--- src/rtl/excPkg.sv ---
package excPkg;
  localparam int VEC_W = 8;

  localparam logic [VEC_W-1:0] VEC_DEBUG = 8'd1;
  localparam logic [VEC_W-1:0] VEC_NMI   = 8'd2;
  localparam logic [VEC_W-1:0] VEC_INVOP = 8'd6;
  localparam logic [VEC_W-1:0] VEC_NODEV = 8'd7;
  localparam logic [VEC_W-1:0] VEC_DF    = 8'd8;
  localparam logic [VEC_W-1:0] VEC_TSS   = 8'd10;
  localparam logic [VEC_W-1:0] VEC_NP    = 8'd11;
  localparam logic [VEC_W-1:0] VEC_SS    = 8'd12;
  localparam logic [VEC_W-1:0] VEC_GP    = 8'd13;
  localparam logic [VEC_W-1:0] VEC_PF    = 8'd14;
  localparam logic [VEC_W-1:0] VEC_MF    = 8'd16;

  // Strobes from the nesting control to the priority datapath.
  typedef struct packed {
    logic raiseCand;
    logic raiseDf;
    logic maskExt;
  } excStrobeT;

  typedef enum logic [2:0] {
    ST_IDLE,
    ST_BENIGN,
    ST_SEG,
    ST_PF,
    ST_PF2,
    ST_DF,
    ST_SHUT
  } nestStateT;

  function automatic logic [VEC_W-1:0] segCodeVec(input logic [1:0] code);
    case (code)
      2'b00:   return VEC_NP;
      2'b01:   return VEC_SS;
      default: return VEC_GP;
    endcase
  endfunction
endpackage

--- src/rtl/excPrioDatapath.sv ---
module excPrioDatapath
  import excPkg::*;
#(
  parameter int MEM_REFS = 2
) (
  input  logic                  clk,
  input  logic                  rstN,
  input  excStrobeT             stb,
  input  logic                  dbgTrap,
  input  logic                  bkptFault,
  input  logic                  nmiReq,
  input  logic                  intrReq,
  input  logic                  intrEn,
  input  logic [VEC_W-1:0]      intrVec,
  input  logic                  fetchSegFault,
  input  logic                  fetchSegGp,
  input  logic                  fetchPageFault,
  input  logic                  decIllegal,
  input  logic                  decProtOnly,
  input  logic                  realOrV86,
  input  logic                  decTooLong,
  input  logic                  decPrivViol,
  input  logic                  opWait,
  input  logic                  opEsc,
  input  logic                  crTs,
  input  logic                  crMp,
  input  logic                  crEm,
  input  logic                  cpErr,
  input  logic [MEM_REFS-1:0]   memSegFault,
  input  logic [2*MEM_REFS-1:0] memSegCode,
  input  logic [MEM_REFS-1:0]   memPageFault,
  output logic                  candHit,
  output logic [VEC_W-1:0]      candVec,
  output logic                  excValid,
  output logic [VEC_W-1:0]      excVector
);
  localparam int REF_IDX_W = (MEM_REFS > 1) ? $clog2(MEM_REFS) : 1;

  logic [VEC_W-1:0] refVec [MEM_REFS];
  logic [MEM_REFS-1:0] refHit;

  // Per-reference resolution: segmentation wins over paging inside one reference.
  for (genvar g = 0; g < MEM_REFS; g++) begin : g_ref
    assign refHit[g] = memSegFault[g] | memPageFault[g];
    assign refVec[g] = memSegFault[g] ? segCodeVec(memSegCode[2*g +: 2]) : VEC_PF;
  end

  logic memHit;
  logic [VEC_W-1:0] memVec;
  logic [REF_IDX_W-1:0] memIdx;

  // Lowest index reference is checked first.
  always_comb begin
    memHit = 1'b0;
    memIdx = '0;
    for (int i = MEM_REFS - 1; i >= 0; i--) begin
      if (refHit[i]) begin
        memHit = 1'b1;
        memIdx = REF_IDX_W'(i);
      end
    end
    memVec = refVec[memIdx];
  end

  logic extOk;
  assign extOk = !stb.maskExt;

  always_comb begin
    candHit = 1'b1;
    candVec = '0;
    if (dbgTrap)                             candVec = VEC_DEBUG;
    else if (bkptFault)                      candVec = VEC_DEBUG;
    else if (nmiReq && extOk)                candVec = VEC_NMI;
    else if (intrReq && intrEn && extOk)     candVec = intrVec;
    else if (fetchSegFault)                  candVec = fetchSegGp ? VEC_GP : VEC_NP;
    else if (fetchPageFault)                 candVec = VEC_PF;
    else if (decIllegal)                     candVec = VEC_INVOP;
    else if (decProtOnly && realOrV86)       candVec = VEC_INVOP;
    else if (decTooLong)                     candVec = VEC_GP;
    else if (decPrivViol)                    candVec = VEC_GP;
    else if (opWait && crTs && crMp)         candVec = VEC_NODEV;
    else if (opEsc && (crEm || crTs))        candVec = VEC_NODEV;
    else if ((opWait || opEsc) && cpErr)     candVec = VEC_MF;
    else if (memHit)                         candVec = memVec;
    else                                     candHit = 1'b0;
  end

  always_ff @(posedge clk) begin
    if (!rstN) begin
      excValid  <= 1'b0;
      excVector <= '0;
    end else begin
      excValid <= stb.raiseCand | stb.raiseDf;
      if (stb.raiseDf)        excVector <= VEC_DF;
      else if (stb.raiseCand) excVector <= candVec;
    end
  end

  // a double-fault decision reaches the ports one cycle later.
  p_df_vector_r10: assert property (@(posedge clk) disable iff (!rstN)
    stb.raiseDf |=> (excValid && excVector == VEC_DF));

  // at most one raise decision per boundary.
  p_single_raise_r7: assert property (@(posedge clk) disable iff (!rstN)
    $onehot0({stb.raiseCand, stb.raiseDf}));

  // masked external requests never produce vector 2 on their own.
  p_nmi_masked_r8: assert property (@(posedge clk) disable iff (!rstN)
    (stb.maskExt && candHit && candVec == VEC_NMI) |-> (dbgTrap || bkptFault || memHit ||
      fetchSegFault || fetchPageFault || decIllegal || decTooLong || decPrivViol ||
      decProtOnly || opWait || opEsc || (intrReq && intrEn)));
endmodule

--- src/rtl/excNestCtrl.sv ---
module excNestCtrl
  import excPkg::*;
(
  input  logic             clk,
  input  logic             rstN,
  input  logic             checkStb,
  input  logic             handlerEntered,
  input  logic             candHit,
  input  logic [VEC_W-1:0] candVec,
  output excStrobeT        stb,
  output logic             shutdown
);
  nestStateT state, nextState;

  logic candIsPf, candIsSeg;
  assign candIsPf  = (candVec == VEC_PF);
  assign candIsSeg = (candVec >= VEC_TSS) && (candVec <= VEC_GP);

  always_comb begin
    stb         = '0;
    stb.maskExt = (state != ST_IDLE);
    nextState   = state;
    if (checkStb && candHit) begin
      case (state)
        ST_IDLE, ST_BENIGN: begin
          stb.raiseCand = 1'b1;
          nextState = candIsPf ? ST_PF : (candIsSeg ? ST_SEG : ST_BENIGN);
        end
        ST_SEG, ST_PF: begin
          if (candIsPf) begin
            stb.raiseCand = 1'b1;
            nextState = (state == ST_PF) ? ST_PF2 : ST_PF;
          end else begin
            stb.raiseDf = 1'b1;
            nextState = ST_DF;
          end
        end
        ST_PF2, ST_DF: nextState = ST_SHUT;
        default: nextState = ST_SHUT;
      endcase
    end else if (handlerEntered && state != ST_SHUT) begin
      nextState = ST_IDLE;
    end
  end

  always_ff @(posedge clk) begin
    if (!rstN) state <= ST_IDLE;
    else       state <= nextState;
  end

  assign shutdown = (state == ST_SHUT);

  // shutdown is held until reset.
  p_shut_sticky_r11: assert property (@(posedge clk) disable iff (!rstN)
    shutdown |=> shutdown);

  // double faults come only from a pending segment or page-fault entry.
  p_df_nested_r9: assert property (@(posedge clk) disable iff (!rstN)
    stb.raiseDf |-> $past(stb.raiseCand) || (state == ST_SEG || state == ST_PF));

  // a completed entry with no new boundary leaves the block idle.
  p_entry_clears_r12: assert property (@(posedge clk) disable iff (!rstN)
    (handlerEntered && !checkStb && !shutdown) |=> !stb.maskExt);
endmodule

--- src/rtl/excPrioResolver.sv ---
module excPrioResolver
  import excPkg::*;
#(
  parameter int MEM_REFS = 2
) (
  input  logic                  clk,
  input  logic                  rstN,
  input  logic                  checkStb,
  input  logic                  handlerEntered,
  input  logic                  dbgTrap,
  input  logic                  bkptFault,
  input  logic                  nmiReq,
  input  logic                  intrReq,
  input  logic                  intrEn,
  input  logic [7:0]            intrVec,
  input  logic                  fetchSegFault,
  input  logic                  fetchSegGp,
  input  logic                  fetchPageFault,
  input  logic                  decIllegal,
  input  logic                  decProtOnly,
  input  logic                  realOrV86,
  input  logic                  decTooLong,
  input  logic                  decPrivViol,
  input  logic                  opWait,
  input  logic                  opEsc,
  input  logic                  crTs,
  input  logic                  crMp,
  input  logic                  crEm,
  input  logic                  cpErr,
  input  logic [MEM_REFS-1:0]   memSegFault,
  input  logic [2*MEM_REFS-1:0] memSegCode,
  input  logic [MEM_REFS-1:0]   memPageFault,
  output logic                  excValid,
  output logic [7:0]            excVector,
  output logic                  shutdown
);
  excStrobeT stb;
  logic candHit;
  logic [VEC_W-1:0] candVec;

  excNestCtrl u_ctrl (
    .clk(clk), .rstN(rstN), .checkStb(checkStb), .handlerEntered(handlerEntered),
    .candHit(candHit), .candVec(candVec), .stb(stb), .shutdown(shutdown)
  );

  excPrioDatapath #(.MEM_REFS(MEM_REFS)) u_dp (
    .clk(clk), .rstN(rstN), .stb(stb),
    .dbgTrap(dbgTrap), .bkptFault(bkptFault), .nmiReq(nmiReq), .intrReq(intrReq),
    .intrEn(intrEn), .intrVec(intrVec), .fetchSegFault(fetchSegFault),
    .fetchSegGp(fetchSegGp), .fetchPageFault(fetchPageFault), .decIllegal(decIllegal),
    .decProtOnly(decProtOnly), .realOrV86(realOrV86), .decTooLong(decTooLong),
    .decPrivViol(decPrivViol), .opWait(opWait), .opEsc(opEsc), .crTs(crTs),
    .crMp(crMp), .crEm(crEm), .cpErr(cpErr), .memSegFault(memSegFault),
    .memSegCode(memSegCode), .memPageFault(memPageFault),
    .candHit(candHit), .candVec(candVec), .excValid(excValid), .excVector(excVector)
  );

  // no vector leaves the block once it is shut down.
  p_quiet_shutdown_r11: assert property (@(posedge clk) disable iff (!rstN)
    shutdown |-> !excValid);

  // a valid pulse always follows a boundary strobe.
  p_valid_after_check_r7: assert property (@(posedge clk) disable iff (!rstN)
    excValid |-> $past(checkStb));
endmodule

--- config.mk ---
export PLATFORM = sky130hd
export DESIGN_NAME = excPrioResolver
export DESIGN_NICKNAME = d
export VERILOG_FILES = /design/src/rtl/excPkg.sv /design/src/rtl/excPrioDatapath.sv /design/src/rtl/excNestCtrl.sv /design/src/rtl/excPrioResolver.sv
export SDC_FILE = /design/constraint.sdc
export NUM_CORES = 1
export LEC_CHECK = 0
export BUFFER_PORTS_ARGS = -buffer_cell sky130_fd_sc_hd__buf_4
export CORE_MARGIN = 3
export CORE_UTILIZATION = 45
export CTS_BUF_LIST = sky130_fd_sc_hd__clkbuf_16
export DETAILED_ROUTE_END_ITERATION = 10
export PLACE_DENSITY = 0.87
export SLEW_MARGIN = 20
export SYNTH_ARGS = -nofsm -noshare
export SYNTH_HDL_FRONTEND = slang
export SYNTH_SLANG_ARGS = --single-unit
--- constraint.sdc ---
create_clock -name clk -period 2.3 [get_ports clk]
set_input_delay 0.115 -clock clk [delete_from_list [all_inputs] [get_ports clk]]
set_output_delay 0.115 -clock clk [all_outputs]
set_load 0.1 [all_outputs]
Word level (Yosys, flattened, before mapping)
Cells that the tools add are included.
{ "word_totals": {"ff_bits": 12, "memories": 0, "latchBits": 0, "inputBits": 39, "mem_bits_rw": 0, "mem_bits_ro": 0} }
{ "classes": {"div_mod_pow": 0, "addsub": 0, "n_bitwise": 5, "n_reduce_logical": 23, "multipliers": 0, "magnitude_cmp": 3, "shifts": 0, "eq_ne": 8, "n_mux": 53} }
{ "ops": {"columns": ["op", "n"], "rows": [
  ["$mux 8", 17],
  ["$mux 3", 8],
  ["$mux 1", 20],
  ["$pmux 3 s2", 3],
  ["$logic_and 1x1->1", 11],
  ["$eq 8x4->1 const B", 1],
  ["$ge 8x4->1 const B", 1],
  ["$le 8x4->1 const B", 1],
  ["$mux 4", 2],
  ["$eq 3x2->1 const B", 2],
  ["$reduce_or 2->1", 3],
  ["$eq 2x1->1 const B", 2],
  ["$logic_not 2->1", 2],
  ["$mux 2", 2],
  ["$reduce_bool 2->1", 2],
  ["$eq 3x1->1 const B", 1],
  ["$eq 3x3->1 const B", 1],
  ["$logic_not 3->1", 1],
  ["$ne 3x3->1 const B", 1],
  ["$or 1x1->1", 3],
  ["$reduce_bool 3->1", 1],
  ["$ge 2x2->1 const B", 1],
  ["$logic_or 1x1->1", 2],
  ["$not 1->2", 1],
  ["3 further kinds", 3]
]} }

Depth between registers and ports, before layout
Gate-level depths: netlist of the first run.
{ "depth": {"word_depth": 27, "ltp_mapped": 8, "depth_no_buf": 7} }

By module
A second synthesis of the first run with hierarchy kept.
{ "hier_totals": {"cells_unflattened": 139, "area_unflattened_um2": 1023.5} }
{ "by_module_without_submodules": {"columns": ["module", "seq_area_each_um2", "cells_per_inst", "instances", "area_each_um2"], "rows": [
  ["excPrioDatapath", 180.2, 102, 1, 770.7],
  ["excNestCtrl", 60.1, 37, 1, 252.7]
]} }

Worst setup path after synthesis of the first run
No wires, ideal clock.
{ "synth_timing": {"kind": "register to output", "start": "register u_ctrl.state[1]", "end": "output port shutdown", "n_path_buf": 1, "path_stages_with_launch": 4, "slack_ps": -610, "t_arrival_ps": 2795, "cell_sequence": "dfxtp_1 > clkbuf_1 > inv_1 > nor3_1"} }
{ "synth_between": {"elab_chain_len": 1} }
{ "synth_rtl": {"columns": ["element", "line_no", "text"], "rows": [
  ["start: declaration", "excNestCtrl.sv:13", "nestStateT state, nextState;"],
  ["start signal: assignment", "excNestCtrl.sv:48", "else state <= nextState;"],
  ["$eq 3x3->1", "excNestCtrl.sv:51", "assign shutdown = (state == ST_SHUT);"],
  ["end: declaration", "excPrioResolver.sv:35", "output logic shutdown"]
]} }
Every way passes these cells.

Final worst setup path of the first run
{ "layout_timing": {"start": "register u_ctrl.state[0]", "end": "register u_ctrl.state[2]"} }
{ "layout_between": {"elab_chain_len": 11, "word_cells_on_any_way": 27, "classes_between": "eq/ne (5); mux (12); reduce/logical (10)"} }
{ "layout_rtl": {"columns": ["element", "line_no", "text"], "rows": [
  ["$reduce_bool 3->1", "excNestCtrl.sv:21", "stb.maskExt = (state != ST_IDLE);"],
  ["$logic_not 1->1", "excPrioDatapath.sv:66", "assign extOk = !stb.maskExt;"],
  ["$logic_and 1x1->1", "excPrioDatapath.sv:74", "else if (intrReq && intrEn && extOk) candVec = intrVec;"],
  ["$mux 8", "excPrioDatapath.sv:74", null],
  ["$mux 8", "excPrioDatapath.sv:73", "else if (nmiReq && extOk) candVec = VEC_NMI;"],
  ["$mux 8", "excPrioDatapath.sv:72", "else if (bkptFault) candVec = VEC_DEBUG;"],
  ["$mux 8", "excPrioDatapath.sv:71", "if (dbgTrap) candVec = VEC_DEBUG;"],
  ["$eq 8x4->1", "excNestCtrl.sv:16", "assign candIsPf = (candVec == VEC_PF);"],
  ["$mux 3", "excNestCtrl.sv:30", "if (candIsPf) begin"],
  ["$pmux 3 s2", "excNestCtrl.sv:24", "case (state)"],
  ["$mux 3", "excNestCtrl.sv:23", "if (checkStb && candHit) begin"]
]} }
Parallel ways exist; a longest one is shown, timed or not.
A chain may end at the register's enable or synchronous reset.

==> reports/summary.txt, run 1 <==
Outcome = completed
Worst slew margin = 66.3%
Die Wd = 52.5 um
Synthesized area = 975 um2
Max FO, Critical Path = 8
FF-to-FF path depth = 6
Worst Path Arrival = 2330 ps
Total iterations of the first detailed-routing run = 4
Ys Warns = 0
Post-CTS Setup Inserts = 0
Synthesized instance count = 123
HPWL after DPL = 2440 um
Number of flops mapped to enable cells by yosys = 0
Worst Max-Slew Pin Slew = 502 ps
Vias in the first global route = 1121
Share of cells above drive strength 1 = 40.9%
Clock H-tree levels = 1
Vias per cell = 5.85
Internal reg-to-reg setup slack = 90 ps
Core footprint = 2000 um2
Clk_skew = 2.44 ps
All-layer global routing usage = 22.6%
Max-cap violations = 0
Final Hold Violating Endpoints = 0
Post-DRT Antenna Nets = 0
Sw Share = 30.6%
Clock Power Share = 39.6%
Reg-to-Reg End = u_ctrl.state[2]
Int Pwr = 0.551 mW
Layout area overhead = 52.8%
Pleak = 0.621 nW
Filler cell count = 149
Placed inst area = 1390 um2
DR DRC count = 0
Final Cycle Share = 96.2%
Yosys cell types = 44
Tmin final = 2210 ps
Logic pwr share = 31.6%
Slowest cell on the critical path = or3_4
Critical Path End Type = flip-flop
Launch point of the worst reg-to-reg path = u_ctrl.state[0]
Reg clk slew, reported paths = 40 ps
Root Buffer = clkbuf_16
Nets@finish = 216
Cell Pwr Density = 533 nW/um2
Mapped Nets = 162
Hold Slack = 160 ps
Setup tns final = 0 ps
Fmax = 0.452 GHz
Largest net degree at the start of global routing = 11
Layout Cell Area excl Fill = 1490 um2
Clock buffer depth = 2
Peak supply drop = 0.000586 V
Ports = 49
Worst EP required = 2420 ps
Worst min-delay path startpoint = rstN
Die area = 2760 um2
HP Class = in -> reg
Clk Latency, worst-skew pair = 240 ps
Final max-slew violation count = 0
Sequential share of the synthesized area = 24.6%
Remaining Overflow, GRT = 0
Routed length per instance = 15.5 um
Antenna Cells = 0
Initial cell density of the core = 48.7%
Cells along the critical path = or3_4, or2_4, a2111oi_4, and3_4, nand3_2, o311a_1
P_sw = 0.243 mW
Clock sinks = 12
Startpoint Class = flip-flop
CP max stage delay = 430 ps
Total wire length = 3150 um
WHS Endpoint = u_dp.excValid
Main flop type after synthesis = dfxtp_1
Via Count = 1187
Worst hold path stage count = 3
Finish-stage setup viols = 0
GP Congestion = 0.877
PortBufs = 48
Asr flop ratio synth = 0%
Yosys reg bits = 12
Iteration-0 DRC Markers = 51
Syn Area/Cell = 7.92 um2
First-pass GRT wire length = 4710 um
Reg power frac = 28.8%
Critical path class = reg -> reg
Die H = 52.5 um
CTS buffer count = 3
Hold buffer count at cts = 0
Antenna violations before repair = 0
Post-CTS resize count = 0
TritonCTS clock tree = done
Core Util, Final = 74.4%
Number of core rows = 16
RSZ-0062 raised after global routing = no
routing by layer:
metal	vias up	track usage, %	share of wire [%]
met5	-	0	0
met4	0	1.70	0.19
met3	2	5.13	7.6
met2	57	39.9	50
met1	545	29.0	42
li1	583	-	-
per-stage QoR:
stage	power [mW]	worst slack, ps	cells
after floorplan	0.375	213	123
after global placement	0.466	143	199
after detailed placement	0.472	93.7	199
after CTS	0.787	73.1	203
after global routing	0.821	33.7	203
final	0.793	88.1	203
how the worst max path moves through the flow:
stage,startpoint,end,depth (start not counted)
after global routing,u_ctrl.state[0],u_ctrl.state[2],6
after detailed placement,u_ctrl.state[0],u_ctrl.state[2],7
after floorplan,u_ctrl.state[0],u_ctrl.state[2],6
final,u_ctrl.state[0],u_ctrl.state[2],6
after global placement,u_ctrl.state[0],u_ctrl.state[2],7
after CTS,u_ctrl.state[0],u_ctrl.state[2],6
flip-flops by register name, indices dropped and copies added (netlist names):
name            flops
u_dp.excVector      8
u_ctrl.state        3
u_dp.excValid       1
cells in the mapped netlist, drive strengths merged (3+ instances only):
master | count | area share (%)
a21o | 3 | 2.4
nand2 | 15 | 5.8
nand4 | 3 | 1.9
nor2 | 11 | 4.5
a311oi | 4 | 3.6
nand2b | 3 | 1.9
nand3 | 9 | 5.1
inv | 6 | 2.3
dfxtp | 12 | 25
nor3 | 5 | 3.1
a21oi | 7 | 3.6
nor4 | 4 | 4.1
o21ai | 9 | 5.0
cells in the final DEF (no fill, tap or decap), types with 2 or more instances in the layout:
cell and instances:
a211oi_1 2, nand4_1 3, a311oi_1 4, nor3_1 3
buf_4 52, nor4_1 3, clkbuf_16 3, nand2_1 15
nor2_1 10, a22o_1 2, a22oi_1 2, a21o_1 2
a21oi_1 7, inv_1 6, dfxtp_1 11, o21ai_0 8
o31ai_1 2, nor3b_1 2, nor3_2 2, o21a_1 2
nand2b_1 3, nand3_1 8
layout make-up:
class | instances | area [um2] | area share, %
clock buffers | 3 | 75.1 | 5.04
well taps | 27 | 33.8 | 2.27
repair buffers | 52 | 390 | 26.2
flip-flops and latches | 12 | 241 | 16.2
multi-input cells | 102 | 722 | 48.5
inverters | 6 | 22.5 | 1.51
clock inverters | 1 | 3.75 | 0.252
worst max-delay path: cells and delay by family, from the launching register on:
kind | cells | cell delay [ps]
flip-flops | 1 | 350
AO/OA/AOI/OAI | 2 | 630
AND/OR/NAND/NOR | 4 | 1100
power by group through the flow:
| stage | combinational (mW) | sequential (mW) | clock (mW) |
|---|---|---|---|
| 3_5_place_dp | 0.241 | 0.231 | 0 |
| 4_1_cts | 0.244 | 0.228 | 0.316 |
| 5_1_grt | 0.267 | 0.229 | 0.325 |
| 3_3_place_gp | 0.236 | 0.230 | 0 |
| 2_1_floorplan | 0.101 | 0.274 | 0 |
| 6_report | 0.251 | 0.228 | 0.314 |
kinds of logic (layout without fill, tap and decap cells):
group / count (synthesis) / count (layout) / synth area share, %
XOR/XNOR: 1 / 1 / 0.899
flip-flops: 12 / 12 / 24.6
AND/OR/NAND/NOR: 58 / 58 / 34.0
multiplexers: 1 / 1 / 1.03
buffers and inverters: 9 / 62 / 3.72
AO/OA/AOI/OAI: 42 / 42 / 35.7
Power figures use the tool's default switching activity.
==> run 2, diff against run 1 <==
clock period = 2.5 ns   (was 2.3 ns; I/O delays follow)
==> run 2 against run 1 <==
Compared with the run above: clock power decreased by 6%; count of clock-buffer cells in the layout stayed put; sequential power is 7% lower; total power fell by 8.2%; maximum frequency shrank 5.4%; flip-flop and latch count stayed put; critical path depth rose by 1; die area stayed put; first-iteration DRC count shrank 31%; combinational power down 12%; largest cell class unchanged.
==> reports/summary.txt, run 2 (synthesized netlist as in run 1, its figures left out) <==
Worst Path Arrival = 2460 ps (was 2330 ps)
Cells along the critical path = or3_4, o21ai_2, a31oi_1, a2111oi_4, and3_4, nand3_2, o311a_1 (was or3_4, or2_4, a2111oi_4, and3_4, nand3_2, o311a_1)
Fmax = 0.428 GHz (was 0.452 GHz)
Sequential cell area = 240 um2 (was 241 um2)
Routed length per instance = 15.0 um (was 15.5 um)
GP Congestion = 0.842 (was 0.877)
Reg clk slew, reported paths = 40 ps (about the same)
Outcome = completed (unchanged)
Commonest non-fill, non-tap cell in the layout = buf_4 (unchanged)
Post-CTS Setup Inserts = 0 (unchanged)
Initial cell density of the core = 48.7% (unchanged)
CTS buffer count = 3 (unchanged)
Finish-stage setup viols = 0 (unchanged)
Die Wd = 52.5 um (unchanged)
Core footprint = 2000 um2 (unchanged)
Worst Max-Slew Pin Slew = 390 ps (was 502 ps)
Die H = 52.5 um (unchanged)
Critical Path End Type = flip-flop (unchanged)
Root Buffer = clkbuf_16 (unchanged)
Layout Cell Area excl Fill = 1450 um2 (was 1490 um2)
Ports = 49 (unchanged)
Critical path class = reg -> reg (unchanged)
Peak supply drop = 0.000637 V (was 0.000586 V)
Total wire length = 3030 um (was 3150 um)
Final Cycle Share = 93.5% (was 96.2%)
HPWL after DPL = 2440 um (about the same)
Post-CTS resize count = 0 (unchanged)
Setup WS pre-CTS = 191 ps (was 93.7 ps)
Multi-input logic area = 703 um2 (was 722 um2)
Slowest cell on the critical path = or3_4 (unchanged)
Die area = 2760 um2 (unchanged)
Max FO, Critical Path = 12 (was 8)
Final max-slew violation count = 0 (unchanged)
Antenna Cells = 0 (unchanged)
RSZ-0062 raised after global routing = no (unchanged)
Biggest register = u_dp.excVector (unchanged)
Antenna violations before repair = 0 (unchanged)
All-layer global routing usage = 23.8% (was 22.6%)
DR DRC count = 0 (unchanged)
Placed inst area = 1380 um2 (was 1390 um2)
Max-cap violations = 0 (unchanged)
PortBufs = 48 (unchanged)
Largest net degree at the start of global routing = 13 (was 11)
Worst slew margin = 73.7% (was 66.3%)
Post-DRT Antenna Nets = 0 (unchanged)
Remaining Overflow, GRT = 0 (unchanged)
Number of core rows = 16 (unchanged)
Pleak = 0.610 nW (was 0.621 nW)
Min setup slack post-route = 162 ps (was 88.1 ps)
Clock buffer depth = 2 (unchanged)
Via Count = 1179 (was 1187)
TritonCTS clock tree = done (unchanged)
Iteration-0 DRC Markers = 35 (was 51)
HP Class = in -> reg (unchanged)
Setup crit start = u_ctrl.state[1] (was u_ctrl.state[0])
Clock sinks = 12 (unchanged)
Vias per cell = 5.87 (was 5.85)
Total iterations of the first detailed-routing run = 4 (unchanged)
Nets@finish = 214 (was 216)
Clock H-tree levels = 1 (unchanged)
Most frequent cells in the layout = buf_4, nand2_1, dfxtp_1 (unchanged)
Startpoint Class = flip-flop (unchanged)
Tmin final = 2340 ps (was 2210 ps)
Top flop regs = u_dp.excVector x8, u_ctrl.state x3, u_dp.excValid x1 (unchanged)
Worst min-delay path startpoint = intrVec[7] (was rstN)
Setup tns final = 0 ps (unchanged)
Final Hold Violating Endpoints = 0 (unchanged)
Filler cell count = 155 (was 149)
Launch point of the worst reg-to-reg path = u_ctrl.state[1] (was u_ctrl.state[0])
CP max stage delay = 440 ps (was 430 ps)
Hold buffer count at cts = 0 (unchanged)
First-pass GRT wire length = 4820 um (was 4710 um)
Worst EP required = 2620 ps (was 2420 ps)
Clk Latency, worst-skew pair = 250 ps (was 240 ps)
Vias in the first global route = 1125 (was 1121)
Max FFs per register = 8 (unchanged)
Clk_skew = 6.07 ps (was 2.44 ps)
Cell Pwr Density = 501 nW/um2 (was 533 nW/um2)
Share of cells above drive strength 1 = 39.7% (was 40.9%)
Layout area overhead = 49.2% (was 52.8%)
-- run 2: cell types whose count changed in the layout (fill, tap and decap cells not counted) --
| cell | change |
|---|---|
| buf_4 | -2 |
| a221oi_4 | -1 |
| o21ai_4 | -1 |
| dfxtp_2 | -1 |
| dfxtp_1 | +1 |
| a221oi_2 | +1 |
| o21ai_2 | +1 |
-- run 2: worst paths after layout --
check,to,slack [ps],cells past startpoint
hold / removal,u_dp.excVector[7],160,3
setup reg to reg,u_ctrl.state[2],160,7
hold reg to reg,u_dp.excVector[7],450,2
setup / recovery,u_ctrl.state[2],160,7
-- run 2: area by class of cell --
| type | instances | area share (%) |
|---|---|---|
| flip-flops and latches | 12 | 16.5 |
| well taps | 27 | 2.32 |
| repair buffers | 50 | 25.8 |
| clock buffers | 3 | 5.16 |
| clock inverters | 1 | 0.258 |
| inverters | 6 | 1.55 |
| multi-input cells | 102 | 48.4 |
-- run 2: layer usage --
metal | share of wire [%] | global-route usage, %
met1 | 42 | 28.8
met3 | 9.6 | 6.55
met2 | 47 | 40.1
met5 | 0 | 0
met4 | 1.3 | 8.09
-- run 2: power by group --
group / total (mW) / internal, mW / switching, mW
Combinational: 0.222 / 0.0911 / 0.131
Sequential: 0.211 / 0.201 / 0.00997
Clock: 0.296 / 0.211 / 0.0850
-- run 2: worst max-delay path: cells and delay by family (launching register included) --
family          cells  cell delay, ps
simple gates        3             820
flops               1             420
compound gates      4             980
-- run 2: stage by stage --
step	utilization (%)	hold WS, ps	cells	total power, mW
finish	72.6	159	201	0.729
global route	72.6	175	201	0.756
CTS	72.6	158	201	0.730
detailed placement	68.7	396	197	0.433
global placement	68.7	396	197	0.426
floorplan	-	236	123	0.345
